===== config.mk =====
export PLATFORM = sky130hd
export DESIGN_NAME = bank_cfg_regs
export DESIGN_NICKNAME = d
export VERILOG_FILES = /design/src/rtl/bcr_pkg.sv /design/src/rtl/bcr_decode.sv /design/src/rtl/bcr_regs.sv /design/src/rtl/bcr_rdmux.sv /design/src/rtl/bank_cfg_regs.sv
export SDC_FILE = /design/constraint.sdc
export NUM_CORES = 1
export LEC_CHECK = 0
export BUFFER_PORTS_ARGS = -buffer_cell sky130_fd_sc_hd__clkbuf_2
export CORE_UTILIZATION = 56
export CTS_CLUSTER_DIAMETER = 30
export DETAILED_ROUTE_END_ITERATION = 8
export GPL_TIMING_DRIVEN = 0
export PLACE_DENSITY = 0.9
export SLEW_MARGIN = 20
export SYNTH_ARGS = -nofsm -noshare
export SYNTH_HDL_FRONTEND = slang
export SYNTH_SLANG_ARGS = --single-unit

===== constraint.sdc =====
create_clock -name clk -period 3 [get_ports clk]
set_input_delay 0.15 -clock clk [delete_from_list [all_inputs] [get_ports clk]]
set_output_delay 0.15 -clock clk [all_outputs]
set_load 0.01 [all_outputs]

===== src/rtl/bcr_pkg.sv =====
package bcr_pkg;

  localparam int OFF_W      = 4;
  localparam int NUM_PRESET = 4;
  localparam int NUM_PG     = 4;

  localparam logic [OFF_W-1:0] OFF_LIVE   = 4'h0;
  localparam logic [OFF_W-1:0] OFF_PRE0   = 4'h1;
  localparam logic [OFF_W-1:0] OFF_MODE   = 4'h5;
  localparam logic [OFF_W-1:0] OFF_RAMCFG = 4'h6;
  localparam logic [OFF_W-1:0] OFF_PG0    = 4'h7;
  localparam logic [OFF_W-1:0] OFF_VER    = 4'hB;

  typedef struct packed {
    logic       rsv;
    logic       ram_bank;
    logic [1:0] rom_hi;
    logic [1:0] rom_mid;
    logic       rom_lo;
    logic       io_sel;
  } bank_cfg_t;

  typedef enum logic [2:0] {
    RD_NONE,
    RD_LIVE,
    RD_PRE,
    RD_MODE,
    RD_RAM,
    RD_PG,
    RD_VER
  } rd_kind_e;

endpackage


===== src/rtl/bcr_decode.sv =====
module bcr_decode
  import bcr_pkg::*;
#(
  parameter int                ADDR_W     = 16,
  parameter logic [ADDR_W-1:0] FULL_BASE  = 16'hD500,
  parameter logic [ADDR_W-1:0] ALIAS_BASE = 16'hFF00
) (
  input  logic [ADDR_W-1:0]     addr,
  input  logic                  we,
  output logic                  wr_live,
  output logic [NUM_PRESET-1:0] wr_pre,
  output logic [NUM_PRESET-1:0] ld_pre,
  output logic                  wr_mode,
  output logic                  wr_ram,
  output logic [NUM_PG-1:0]     wr_pg,
  output rd_kind_e              rd_kind,
  output logic [1:0]            rd_idx
);

  localparam int TAG_W = ADDR_W - OFF_W;

  logic             full_hit;
  logic             alias_hit;
  logic [OFF_W-1:0] off;

  assign off       = addr[OFF_W-1:0];
  assign full_hit  = (addr[ADDR_W-1:OFF_W] == FULL_BASE[ADDR_W-1:OFF_W]);
  assign alias_hit = (addr[ADDR_W-1:OFF_W] == ALIAS_BASE[ADDR_W-1:OFF_W]);

  assign wr_live = we & (full_hit | alias_hit) & (off == OFF_LIVE);
  assign wr_mode = we & full_hit & (off == OFF_MODE);
  assign wr_ram  = we & full_hit & (off == OFF_RAMCFG);

  for (genvar i = 0; i < NUM_PRESET; i++) begin : g_pre
    localparam logic [OFF_W-1:0] OFF_I = OFF_W'(int'(OFF_PRE0) + i);
    assign wr_pre[i] = we & full_hit  & (off == OFF_I);
    assign ld_pre[i] = we & alias_hit & (off == OFF_I);
  end

  for (genvar j = 0; j < NUM_PG; j++) begin : g_pg
    localparam logic [OFF_W-1:0] OFF_J = OFF_W'(int'(OFF_PG0) + j);
    assign wr_pg[j] = we & full_hit & (off == OFF_J);
  end

  always_comb begin
    rd_kind = RD_NONE;
    rd_idx  = 2'd0;
    if (full_hit) begin
      if (off == OFF_LIVE) begin
        rd_kind = RD_LIVE;
      end else if (off >= OFF_PRE0 && off < OFF_MODE) begin
        rd_kind = RD_PRE;
        rd_idx  = 2'(off - OFF_PRE0);
      end else if (off == OFF_MODE) begin
        rd_kind = RD_MODE;
      end else if (off == OFF_RAMCFG) begin
        rd_kind = RD_RAM;
      end else if (off >= OFF_PG0 && off < OFF_VER) begin
        rd_kind = RD_PG;
        rd_idx  = 2'(off - OFF_PG0);
      end else if (off == OFF_VER) begin
        rd_kind = RD_VER;
      end
    end else if (alias_hit) begin
      if (off == OFF_LIVE) begin
        rd_kind = RD_LIVE;
      end else if (off >= OFF_PRE0 && off < OFF_MODE) begin
        rd_kind = RD_PRE;
        rd_idx  = 2'(off - OFF_PRE0);
      end
    end
  end

  logic unused_tag;
  assign unused_tag = ^{TAG_W{1'b0}};

endmodule


===== src/rtl/bcr_regs.sv =====
module bcr_regs
  import bcr_pkg::*;
(
  input  logic                        clk,
  input  logic                        rst_n,
  input  logic [7:0]                  wdata,
  input  logic                        wr_live,
  input  logic [NUM_PRESET-1:0]       wr_pre,
  input  logic [NUM_PRESET-1:0]       ld_pre,
  input  logic                        wr_mode,
  input  logic                        wr_ram,
  input  logic [NUM_PG-1:0]           wr_pg,
  output logic [7:0]                  live_q,
  output logic [NUM_PRESET-1:0][7:0]  pre_q,
  output logic [7:0]                  mode_q,
  output logic [7:0]                  ram_q,
  output logic [NUM_PG-1:0][7:0]      pg_q
);

  // live configuration: direct write has priority over a load strobe
  logic       live_en;
  logic [7:0] live_d;

  always_comb begin
    live_en = wr_live | (|ld_pre);
    live_d  = live_q;
    if (wr_live) begin
      live_d = wdata;
    end else begin
      for (int k = 0; k < NUM_PRESET; k++) begin
        if (ld_pre[k]) live_d = pre_q[k];
      end
    end
  end

  always_ff @(posedge clk or negedge rst_n) begin
    if (!rst_n)       live_q <= '0;
    else if (live_en) live_q <= live_d;
  end

  for (genvar i = 0; i < NUM_PRESET; i++) begin : g_pre
    always_ff @(posedge clk or negedge rst_n) begin
      if (!rst_n)         pre_q[i] <= '0;
      else if (wr_pre[i]) pre_q[i] <= wdata;
    end
  end

  for (genvar j = 0; j < NUM_PG; j++) begin : g_pg
    always_ff @(posedge clk or negedge rst_n) begin
      if (!rst_n)        pg_q[j] <= '0;
      else if (wr_pg[j]) pg_q[j] <= wdata;
    end
  end

  always_ff @(posedge clk or negedge rst_n) begin
    if (!rst_n)       mode_q <= '0;
    else if (wr_mode) mode_q <= wdata;
  end

  always_ff @(posedge clk or negedge rst_n) begin
    if (!rst_n)      ram_q <= '0;
    else if (wr_ram) ram_q <= wdata;
  end

endmodule


===== src/rtl/bcr_rdmux.sv =====
module bcr_rdmux
  import bcr_pkg::*;
#(
  parameter logic [7:0] VERSION = 8'h05
) (
  input  rd_kind_e                    rd_kind,
  input  logic [1:0]                  rd_idx,
  input  logic [7:0]                  live_q,
  input  logic [NUM_PRESET-1:0][7:0]  pre_q,
  input  logic [7:0]                  mode_q,
  input  logic [7:0]                  ram_q,
  input  logic [NUM_PG-1:0][7:0]      pg_q,
  output logic [7:0]                  rd_data
);

  always_comb begin
    unique case (rd_kind)
      RD_LIVE: rd_data = live_q;
      RD_PRE:  rd_data = pre_q[rd_idx];
      RD_MODE: rd_data = mode_q;
      RD_RAM:  rd_data = ram_q;
      RD_PG:   rd_data = pg_q[rd_idx];
      RD_VER:  rd_data = VERSION;
      default: rd_data = 8'hFF;
    endcase
  end

endmodule


===== src/rtl/bank_cfg_regs.sv =====
module bank_cfg_regs
  import bcr_pkg::*;
#(
  parameter int                ADDR_W     = 16,
  parameter logic [ADDR_W-1:0] FULL_BASE  = 16'hD500,
  parameter logic [ADDR_W-1:0] ALIAS_BASE = 16'hFF00,
  parameter logic [7:0]        VERSION    = 8'h05
) (
  input  logic              clk,
  input  logic              rst_n,
  input  logic [ADDR_W-1:0] bus_addr,
  input  logic [7:0]        bus_wdata,
  input  logic              bus_we,
  output logic [7:0]        rd_data,
  output logic [7:0]        cfg_byte,
  output logic              cfg_ram_bank,
  output logic [1:0]        cfg_rom_hi,
  output logic [1:0]        cfg_rom_mid,
  output logic              cfg_rom_lo,
  output logic              cfg_io_sel,
  output logic [7:0]        mode_cfg,
  output logic [7:0]        ram_cfg,
  output logic [15:0]       page0_ptr,
  output logic [15:0]       page1_ptr
);

  logic                       wr_live;
  logic [NUM_PRESET-1:0]      wr_pre;
  logic [NUM_PRESET-1:0]      ld_pre;
  logic                       wr_mode;
  logic                       wr_ram;
  logic [NUM_PG-1:0]          wr_pg;
  rd_kind_e                   rd_kind;
  logic [1:0]                 rd_idx;
  logic [7:0]                 live_q;
  logic [NUM_PRESET-1:0][7:0] pre_q;
  logic [7:0]                 mode_q;
  logic [7:0]                 ram_q;
  logic [NUM_PG-1:0][7:0]     pg_q;
  bank_cfg_t                  live_f;

  bcr_decode #(
    .ADDR_W    (ADDR_W),
    .FULL_BASE (FULL_BASE),
    .ALIAS_BASE(ALIAS_BASE)
  ) u_decode (
    .addr   (bus_addr),
    .we     (bus_we),
    .wr_live(wr_live),
    .wr_pre (wr_pre),
    .ld_pre (ld_pre),
    .wr_mode(wr_mode),
    .wr_ram (wr_ram),
    .wr_pg  (wr_pg),
    .rd_kind(rd_kind),
    .rd_idx (rd_idx)
  );

  bcr_regs u_regs (
    .clk    (clk),
    .rst_n  (rst_n),
    .wdata  (bus_wdata),
    .wr_live(wr_live),
    .wr_pre (wr_pre),
    .ld_pre (ld_pre),
    .wr_mode(wr_mode),
    .wr_ram (wr_ram),
    .wr_pg  (wr_pg),
    .live_q (live_q),
    .pre_q  (pre_q),
    .mode_q (mode_q),
    .ram_q  (ram_q),
    .pg_q   (pg_q)
  );

  bcr_rdmux #(
    .VERSION(VERSION)
  ) u_rdmux (
    .rd_kind(rd_kind),
    .rd_idx (rd_idx),
    .live_q (live_q),
    .pre_q  (pre_q),
    .mode_q (mode_q),
    .ram_q  (ram_q),
    .pg_q   (pg_q),
    .rd_data(rd_data)
  );

  assign live_f       = bank_cfg_t'(live_q);
  assign cfg_byte     = live_q;
  assign cfg_ram_bank = live_f.ram_bank;
  assign cfg_rom_hi   = live_f.rom_hi;
  assign cfg_rom_mid  = live_f.rom_mid;
  assign cfg_rom_lo   = live_f.rom_lo;
  assign cfg_io_sel   = live_f.io_sel;
  assign mode_cfg     = mode_q;
  assign ram_cfg      = ram_q;
  assign page0_ptr    = {pg_q[1], pg_q[0]};
  assign page1_ptr    = {pg_q[3], pg_q[2]};

endmodule


# Word-level counts from Yosys, hierarchy flattened
# Cells that the tools add are included.
# word_totals
register_bits,88
in_bits,27
output_inout_bits,71
wordCells,92
# op_classes
addsub,2
magnitude_cmp,5
n_eq_ne,19
n_mux,29
bitwise,20
reduce_logical,6
# op_table
op,count
2-to-1 mux 8 bit,7
one-hot mux 8 bit (6 select lines),1
binary-select mux 8 bit (select 2 bit),2
2-to-1 mux 3 bit,9
equality test 12 bit (second input constant),2
2-to-1 mux 2 bit,10
bitwise AND 1 bit,18
equality test 4 x 3 -> 1 bit (second input constant),4
equality test 4 bit (second input constant),4
equality test 3 bit (second input constant),3
equality test 4 x 2 -> 1 bit (second input constant),2
equality test 3 x 2 -> 1 bit (second input constant),2
nonzero test 5 bit,1
equality test 4 x 1 -> 1 bit (second input constant),1
greater-or-equal comparator 4 x 1 -> 1 bit (second input constant),1
greater-or-equal comparator 4 x 3 -> 1 bit (second input constant),1
logical NOT 4 bit,1
less-than comparator 4 x 3 -> 1 bit (second input constant),1
less-than comparator 4 bit (second input constant),1
OR reduction 4 bit,1
equality test 3 x 1 -> 1 bit (second input constant),1
less-than comparator 2 x 3 -> 1 bit (second input constant),1
logical AND 1 bit,2
OR 1 bit,2
3 further kinds,3

# Longest topological paths before layout
# Gate-level depths: netlist (run 1).
# depth
depth_word,11
depth_mapped,12
ltp_nobuf,9

# By module
# A second synthesis (run 1) with hierarchy kept.
# unflattened
cells_unflattened,419
hier_area_um2,4932.2
# by_module_without_submodules
mod,instances,cells_per_inst,area_each_um2,seq_area_each_um2
bcr_regs,1,237,3606.0,2202.1
bcr_rdmux,1,100,793.3,0.0
bcr_decode,1,75,480.5,0.0
bank_cfg_regs,1,7,52.6,0.0

# Worst setup path before layout (run 1)
# No wires, ideal clock.
# synth_timing
kind,input to output
startpoint,input port bus_addr[0]
endpoint,output port rd_data[1]
arrival_time_ps,2410
required_ps,2850
setup_slack_ps,440
cell_stages,11
n_path_buf,2
path_cell_list,inv_1 ha_1 buf_2 nand2b_1 a211oi_1 o311ai_2 a221oi_4 buf_8 mux2i_1 o22ai_1 a211o_1
# synth_via
elab_chain_cells,11
elab_cells_between_ends,42
cone_classes,add/sub: 2; order compare: 4; eq/ne: 9; mux: 24; reduce/logical: 3
# synth_rtl
element,line,rtl
from (decl),bank_cfg_regs.sv:11,"input logic [ADDR_W-1:0] bus_addr,"
greater-or-equal comparator 4 x 3 -> 1 bit / less-than comparator 4 bit (equally long branches),bcr_decode.sv:58,end else if (off >= OFF_PG0 && off < OFF_VER) begin
logical AND 1 bit,bcr_decode.sv:58,
2-to-1 mux 2 bit,bcr_decode.sv:58,
2-to-1 mux 2 bit,bcr_decode.sv:56,end else if (off == OFF_RAMCFG) begin
2-to-1 mux 2 bit,bcr_decode.sv:54,end else if (off == OFF_MODE) begin
2-to-1 mux 2 bit,bcr_decode.sv:51,end else if (off >= OFF_PRE0 && off < OFF_MODE) begin
2-to-1 mux 2 bit,bcr_decode.sv:49,if (off == OFF_LIVE) begin
2-to-1 mux 2 bit,bcr_decode.sv:48,if (full_hit) begin
"binary-select mux 8 bit (select 2 bit), on equally long branches","bcr_rdmux.sv:22, bcr_rdmux.sv:19",
"2-to-1 mux 8 bit, on equally long branches","bcr_rdmux.sv:22, bcr_rdmux.sv:19",
one-hot mux 8 bit (6 select lines) (*),bcr_rdmux.sv:17,unique case (rd_kind)
to (decl),bank_cfg_regs.sv:14,"output logic [7:0] rd_data,"
# Every way passes the cells marked *; elsewhere a longest branch is shown, timed or not. The select of a mux whose other input is x is not followed.

# Worst setup path in the final report (run 1)
# layout_timing
startpoint,input port bus_addr[1]
endpoint,output port rd_data[5]
# Same word-level chain as after synthesis.

==> results.sh, run 1 <==
export IMPL_status="completed"
export IMPL_p_sw_share_pct=23.4
export IMPL_mostFrequentLayoutCell="clkbuf_2"
export IMPL_p_sw_uw=527
export IMPL_period_share_pct=99.9
export IMPL_ys_types=51
export IMPL_tightestPinTransition_ns=0.748
export IMPL_async_reset_ff_share_pct=100
export IMPL_drt_antenna_violating_nets=0
export IMPL_dpl_cell_area_um2=5570
export IMPL_ioPinCount=98
export IMPL_p_leak_nw=2.99
export IMPL_dp_cells=628
export IMPL_grt_max_degree=89
export IMPL_path_max_fanout=10
export IMPL_slowest_delay_ns=0.44
export IMPL_vias_per_cell=6.38
export IMPL_startpoint_type="input port"
export IMPL_reg2reg_setup_slack_ns=1.98
export IMPL_fin_nets=573
export IMPL_hold_viol_final=0
export IMPL_finish_utilization_pct=71.6
export IMPL_vias=4159
export IMPL_synth_mux_area_share_pct=28.0
export IMPL_ys_warn_count=0
export IMPL_fin_skew_ns=0.00895
export IMPL_first_global_vias=4032
export IMPL_clk_path_buf_depth=2
export IMPL_rows=33
export IMPL_path_class="in -> out"
export IMPL_synth_top_family_by_area="multiplexers"
export IMPL_timing_max_slew_rel_slack_pct=49.8
export IMPL_required_ns=2.85
export IMPL_numCtsBuffers=9
export IMPL_num_antenna_cells=0
export IMPL_hold_path_class="in -> reg"
export IMPL_setup_slack_ns=0.00335
export IMPL_synthFlopType="dfrtp_1"
export IMPL_cts_tree="built"
export IMPL_share_seq_of_total_power_pct=52.6
export IMPL_cts_root_buffer="clkbuf_8"
export IMPL_path_cells="clkbuf_2, inv_1, ha_1, clkbuf_4, o41ai_4, o311ai_4, a221oi_4, buf_6, buf_12, mux2i_2, o22ai_1, a211o_1, clkbuf_2"
export IMPL_slew_viol_final=0
export IMPL_die_x_um=96.0
export IMPL_cts_sinks=88
export IMPL_drtPass1Iterations=7
export IMPL_min_period_ns=3.00
export IMPL_grt_total_usage_pct=31.4
export IMPL_maxCapViolations=0
export IMPL_wl_per_cell_um=21.3
export IMPL_synth_compound_area_share_pct=12.0
export IMPL_synth_cells=426
export IMPL_dieArea_um2=9210
export IMPL_antenna_found_initial=0
export IMPL_setup_violations=0
export IMPL_layout_common_cells="clkbuf_2, dfrtp_1, mux2_2, mux2i_1, nand2_1"
export IMPL_cp_end_kind="output port"
export IMPL_synth_adder_area_share_pct=1.01
export IMPL_place_ws_ns=-0.446
export IMPL_rr_worst_depth=4
export IMPL_synthSimpleGateAreaFrac_pct=10.5
export IMPL_power_frac_comb_pct=6.2
export IMPL_crit_path_frequent_cell="clkbuf_2"
export IMPL_totalWireLength_um=13900
export IMPL_syn_cell_area_um2=4950
export IMPL_p_clk_share_pct=41.1
export IMPL_gp_congestion=0.917
export IMPL_htree_num_levels=3
export IMPL_gr_total_overflow=0
export IMPL_cp_slowest_cell="o41ai_4"
export IMPL_clk_latency_ns=0.36
export IMPL_ir_drop_mv=0.287
export IMPL_die_y_um=96.0
export IMPL_clk_pin_slew_ns=0.09
export IMPL_cp_endpoint="rd_data[5]"
export IMPL_max_freq_mhz=334
export IMPL_syn_area_per_cell_um2=11.6
export IMPL_final_area_um2=6000
export IMPL_hold_slack_ns=0.112
export IMPL_arrival_ns=2.85
export IMPL_numPortBuffers=97
export IMPL_synth_xor_area_share_pct=0
export IMPL_critPathLaunch="bus_addr[1]"
export IMPL_ys_seq_area_share_pct=44.5
export IMPL_drive_gt1_share_pct=43.5
export IMPL_drt_iter0_drc=354
export IMPL_core_area_um2=8380
export IMPL_grt_pass1_wl_um=20900
export IMPL_area_delta_synth_final_pct=21.4
export IMPL_syn_nets=457
export IMPL_worstReg2RegEnd="u_regs.live_q[5]"
export IMPL_dp_hpwl_um=9430
export IMPL_drc=0
export IMPL_power_density_nw_per_um2=375
export IMPL_r2r_start="u_regs.pre_q[5]"
export IMPL_p_int_mw=1.73
export IMPL_synth_edff_count=0
export IMPL_ys_seq_elements=88
export IMPL_fin_cells=652
export IMPL_start_util_pct=59.0
[metrics by stage]
step	setup TNS (ns)	total power [mW]
6_report	0	2.25
5_1_grt	-0.0791	2.31
3_5_place_dp	-2.98	1.33
2_1_floorplan	0	1.26
3_3_place_gp	-2.02	1.33
4_1_cts	0	2.24
[logic make-up after synthesis]
logic type / Yosys count
buffers and inverters: 33
AND/OR/NAND/NOR: 93
multiplexers: 128
AO/OA/AOI/OAI: 80
flip-flops: 88
adder cells (fa/ha/maj): 4
[synth_stat cells, types with 2 or more instances]
| master | instances | area, um^2 |
|---|---|---|
| a21oi_1 | 12 | 60.1 |
| inv_1 | 4 | 15.0 |
| o211ai_1 | 12 | 90.1 |
| clkbuf_1 | 12 | 45.0 |
| and4_1 | 2 | 17.5 |
| o21bai_1 | 2 | 15.0 |
| or3_1 | 4 | 25.0 |
| mux2_2 | 73 | 822 |
| buf_6 | 3 | 33.8 |
| a211o_1 | 7 | 61.3 |
| o21ai_0 | 10 | 50.1 |
| nand2_1 | 36 | 135 |
| ha_1 | 4 | 50.1 |
| buf_8 | 2 | 30.0 |
| nor2_1 | 14 | 52.6 |
| mux2_1 | 10 | 113 |
| mux2i_1 | 45 | 450 |
| buf_4 | 7 | 52.6 |
| o22ai_1 | 13 | 81.3 |
| nor4_1 | 2 | 12.5 |
| nor2b_1 | 2 | 12.5 |
| and2_1 | 2 | 12.5 |
| nor3b_1 | 2 | 15.0 |
| nand3_1 | 3 | 15.0 |
| o22a_1 | 3 | 26.3 |
| buf_2 | 3 | 15.0 |
| dfrtp_1 | 88 | 2200 |
| nor3_2 | 2 | 20.0 |
| nand2b_1 | 10 | 62.6 |
| or2_2 | 2 | 12.5 |
| a211oi_1 | 5 | 37.5 |
| a31oi_1 | 8 | 50.1 |
| nor3_1 | 3 | 15.0 |
| buf_1 | 2 | 7.51 |
[sequential cells by signal (all words and copies together), names as in the netlist]
| register | count |
|---|---|
| u_regs.pg_q | 32 |
| u_regs.pre_q | 32 |
| u_regs.live_q | 8 |
| u_regs.mode_q | 8 |
| u_regs.ram_q | 8 |
[metal layers]
metal	wire [um]	vias up	track usage (%)	part of all wire (%)
met5	0	-	0	0
met4	667	0	18.8	4.8
met3	1240	60	5.85	8.9
met2	6570	269	49.5	47
met1	5430	2019	40.2	39
li1	-	1811	-	-
[critical path, delay by kind of cell]
kind            cells  cell delay, ns
compound gates      5            1.41
buf+inv             6            0.85
fa+ha+maj           1            0.17
mux                 1            0.26
[how the worst min path moves through the flow]
| stage | to | cells past startpoint | slack (ns) | start |
|---|---|---|---|---|
| after global routing | u_regs.live_q[3] | 3 | 0.12 | bus_wdata[3] |
| after global placement | u_regs.live_q[3] | 3 | 0.48 | bus_wdata[3] |
| after detailed placement | u_regs.pre_q[20] | 1 | 0.25 | rst_n |
| after CTS | u_regs.live_q[3] | 3 | 0.11 | bus_wdata[3] |
| after floorplan | u_regs.live_q[0] | 0 | -0.15 | rst_n |
| final | u_regs.live_q[3] | 3 | 0.11 | bus_wdata[3] |
[power groups by stage]
stage	Combinational [mW]	Sequential, mW	Clock, mW
3_5_place_dp	0.122	1.21	0
6_report	0.141	1.19	0.927
2_1_floorplan	0.0540	1.21	0
3_3_place_gp	0.116	1.21	0
4_1_cts	0.127	1.19	0.928
5_1_grt	0.153	1.19	0.970
[final cells by class]
cell class                 count  area (um^2)
clock inverter                 4         77.6
clock buffer                  12          145
fill                         565         2380
sequential                    88         2200
tap                          105          131
buffer                        27          198
multi-input combinational    305         2660
timing repair buffer         107          576
inverter                       4         15.0
[repair_timing]
action / in CTS / in global routing
endpoints found under the hold margin: 88 / 0
buffers inserted: 4 / 5
resized for setup: 8 / 25
pin swaps: 5 / 8
hold buffers: 1 / 0
setup endpoints to repair: 8 / 8
(Power assumes the default switching activity.)
==> run 2: changes to the inputs <==
Settings changed: CORE_MARGIN from default to 2.
==> results.sh, run 2 (synthesis gave the netlist of run 1 again) <==
export IMPL_status="completed"
export IMPL_gr_total_overflow=0
export IMPL_arrival_ns=2.77
export IMPL_clk_pin_slew_ns=0.09
export IMPL_slew_viol_final=0
export IMPL_p_total_mw=2.14
export IMPL_ir_drop_mv=0.406
export IMPL_grt_max_degree=48
export IMPL_setup_violations=0
export IMPL_die_y_um=98.0
export IMPL_drive_gt1_share_pct=43.2
export IMPL_htree_num_levels=3
export IMPL_cp_end_kind="output port"
export IMPL_numCtsBuffers=9
export IMPL_top_regs="u_regs.pg_q: 32 flops, u_regs.pre_q: 32 flops"
export IMPL_p_leak_nw=3.00
export IMPL_numPortBuffers=97
export IMPL_hold_path_class="in -> reg"
export IMPL_hold_path_end="u_regs.live_q[3]"
export IMPL_cts_tree="built"
export IMPL_first_global_vias=4186
export IMPL_final_seq_area_um2=2200
export IMPL_path_cells="clkbuf_2, inv_1, ha_1, buf_6, o41ai_4, o311ai_4, a221oi_4, buf_6, buf_8, mux2_2, o211ai_1, buf_2"
export IMPL_fin_nets=577
export IMPL_antenna_found_initial=0
export IMPL_rows=34
export IMPL_timing_max_slew_rel_slack_pct=52.4
export IMPL_r2r_start="u_regs.pre_q[13]"
export IMPL_max_freq_mhz=343
export IMPL_drt_iter0_drc=385
export IMPL_worstReg2RegEnd="u_regs.live_q[5]"
export IMPL_vias_per_cell=6.42
export IMPL_grt_pass1_wl_um=22200
export IMPL_hold_depth=3
export IMPL_clk_path_buf_depth=2
export IMPL_clk_latency_ns=0.38
export IMPL_grt_total_usage_pct=30.0
export IMPL_startpoint_type="input port"
export IMPL_multiInputGateArea_um2=2630
export IMPL_power_density_nw_per_um2=358
export IMPL_path_class="in -> out"
export IMPL_gp_congestion=0.967
export IMPL_drc=0
export IMPL_dp_cells=632
export IMPL_nFillCells=620
export IMPL_maxCapViolations=0
export IMPL_cts_root_buffer="clkbuf_8"
export IMPL_final_area_um2=5970
export IMPL_path_max_fanout=7
export IMPL_dieArea_um2=9600
export IMPL_period_share_pct=97.3
export IMPL_num_antenna_cells=0
export IMPL_dpl_cell_area_um2=5590
export IMPL_layout_common_cells="clkbuf_2, dfrtp_1, mux2_2, mux2i_1, nand2_1"
export IMPL_start_util_pct=57.3
export IMPL_drtPass1Iterations=5
export IMPL_min_period_ns=2.92
export IMPL_hold_viol_final=0
export IMPL_vias=4233
export IMPL_reg2reg_setup_slack_ns=2.00
export IMPL_min_from="bus_wdata[3]"
export IMPL_fin_setup_tns_ns=0
export IMPL_tightestPinTransition_ns=0.711
export IMPL_die_x_um=98.0
export IMPL_setup_slack_ns=0.0818
export IMPL_crit_path_frequent_cell="buf_6"
export IMPL_cp_slowest_cell="o41ai_4"
export IMPL_area_delta_synth_final_pct=20.7
export IMPL_drt_antenna_violating_nets=0
export IMPL_core_area_um2=8640
export IMPL_fin_cells=659
export IMPL_totalWireLength_um=14200
export IMPL_dp_hpwl_um=9860
export IMPL_rr_worst_depth=4
export IMPL_required_ns=2.85
export IMPL_place_ws_ns=-0.483
export IMPL_ioPinCount=98
export IMPL_mostFrequentLayoutCell="clkbuf_2"
export IMPL_cts_sinks=88
export IMPL_fin_skew_ns=0.0147
export IMPL_slowest_delay_ns=0.46
export IMPL_wl_per_cell_um=21.5
-- run 2: worst max-delay path, delay by kind of cell --
kind | cells | cell delay (ns)
multiplexers | 1 | 0.35
buffers and inverters | 6 | 0.76
adder cells (fa/ha/maj) | 1 | 0.19
AO/OA/AOI/OAI | 4 | 1.31
-- run 2: power by group --
group          internal (mW)  switching [mW]  total [mW]
clock network          0.384           0.425       0.809
registers               1.19        0.000920        1.19
logic                 0.0472          0.0945       0.142
-- run 2: final cells by class --
type / count / share of cell area, %
buffer: 26 / 2.95
clock buffer: 11 / 2.20
clock inverter: 5 / 0.964
inverter: 4 / 0.251
multi-input combinational: 305 / 44.0
sequential: 88 / 36.9
tap: 108 / 2.26
timing repair buffer: 112 / 10.5
-- run 2: per-layer routing --
metal  global-route usage (%)  up-vias  routed length, um
li1                         -     1818                  -
met5                        0        -                  0
met4                     18.6        0                676
met2                     46.4      275               6790
met1                     39.7     2082               5500
met3                     4.94       58               1190
-- run 2: worst max path at each step --
| stage | startpoint | end | slack, ns | depth (start not counted) |
|---|---|---|---|---|
| 5_1_grt | bus_addr[0] | rd_data[2] | -0.008 | 12 |
| 6_report | bus_addr[1] | rd_data[2] | 0.08 | 12 |
| 4_1_cts | bus_addr[0] | rd_data[1] | 0.02 | 14 |
| 2_1_floorplan | bus_addr[0] | rd_data[1] | 0.44 | 11 |
| 3_5_place_dp | bus_addr[0] | rd_data[2] | -0.48 | 12 |
| 3_3_place_gp | bus_addr[0] | rd_data[2] | -0.35 | 12 |
-- run 2: timing repair --
action,CTS,global route
pin swaps,5,9
hold endpoints to repair,41,0
resized for setup,9,21
buffers inserted,8,5
hold buffers,1,0
setup endpoints to repair,8,8
-- run 2: stage by stage --
step                hold WS (ns)  utilization (%)
CTS                       0.0904             68.2
global route               0.110             69.2
floorplan                 -0.146                -
detailed placement         0.215             64.7
finish                     0.104             69.2
global placement           0.487             64.5
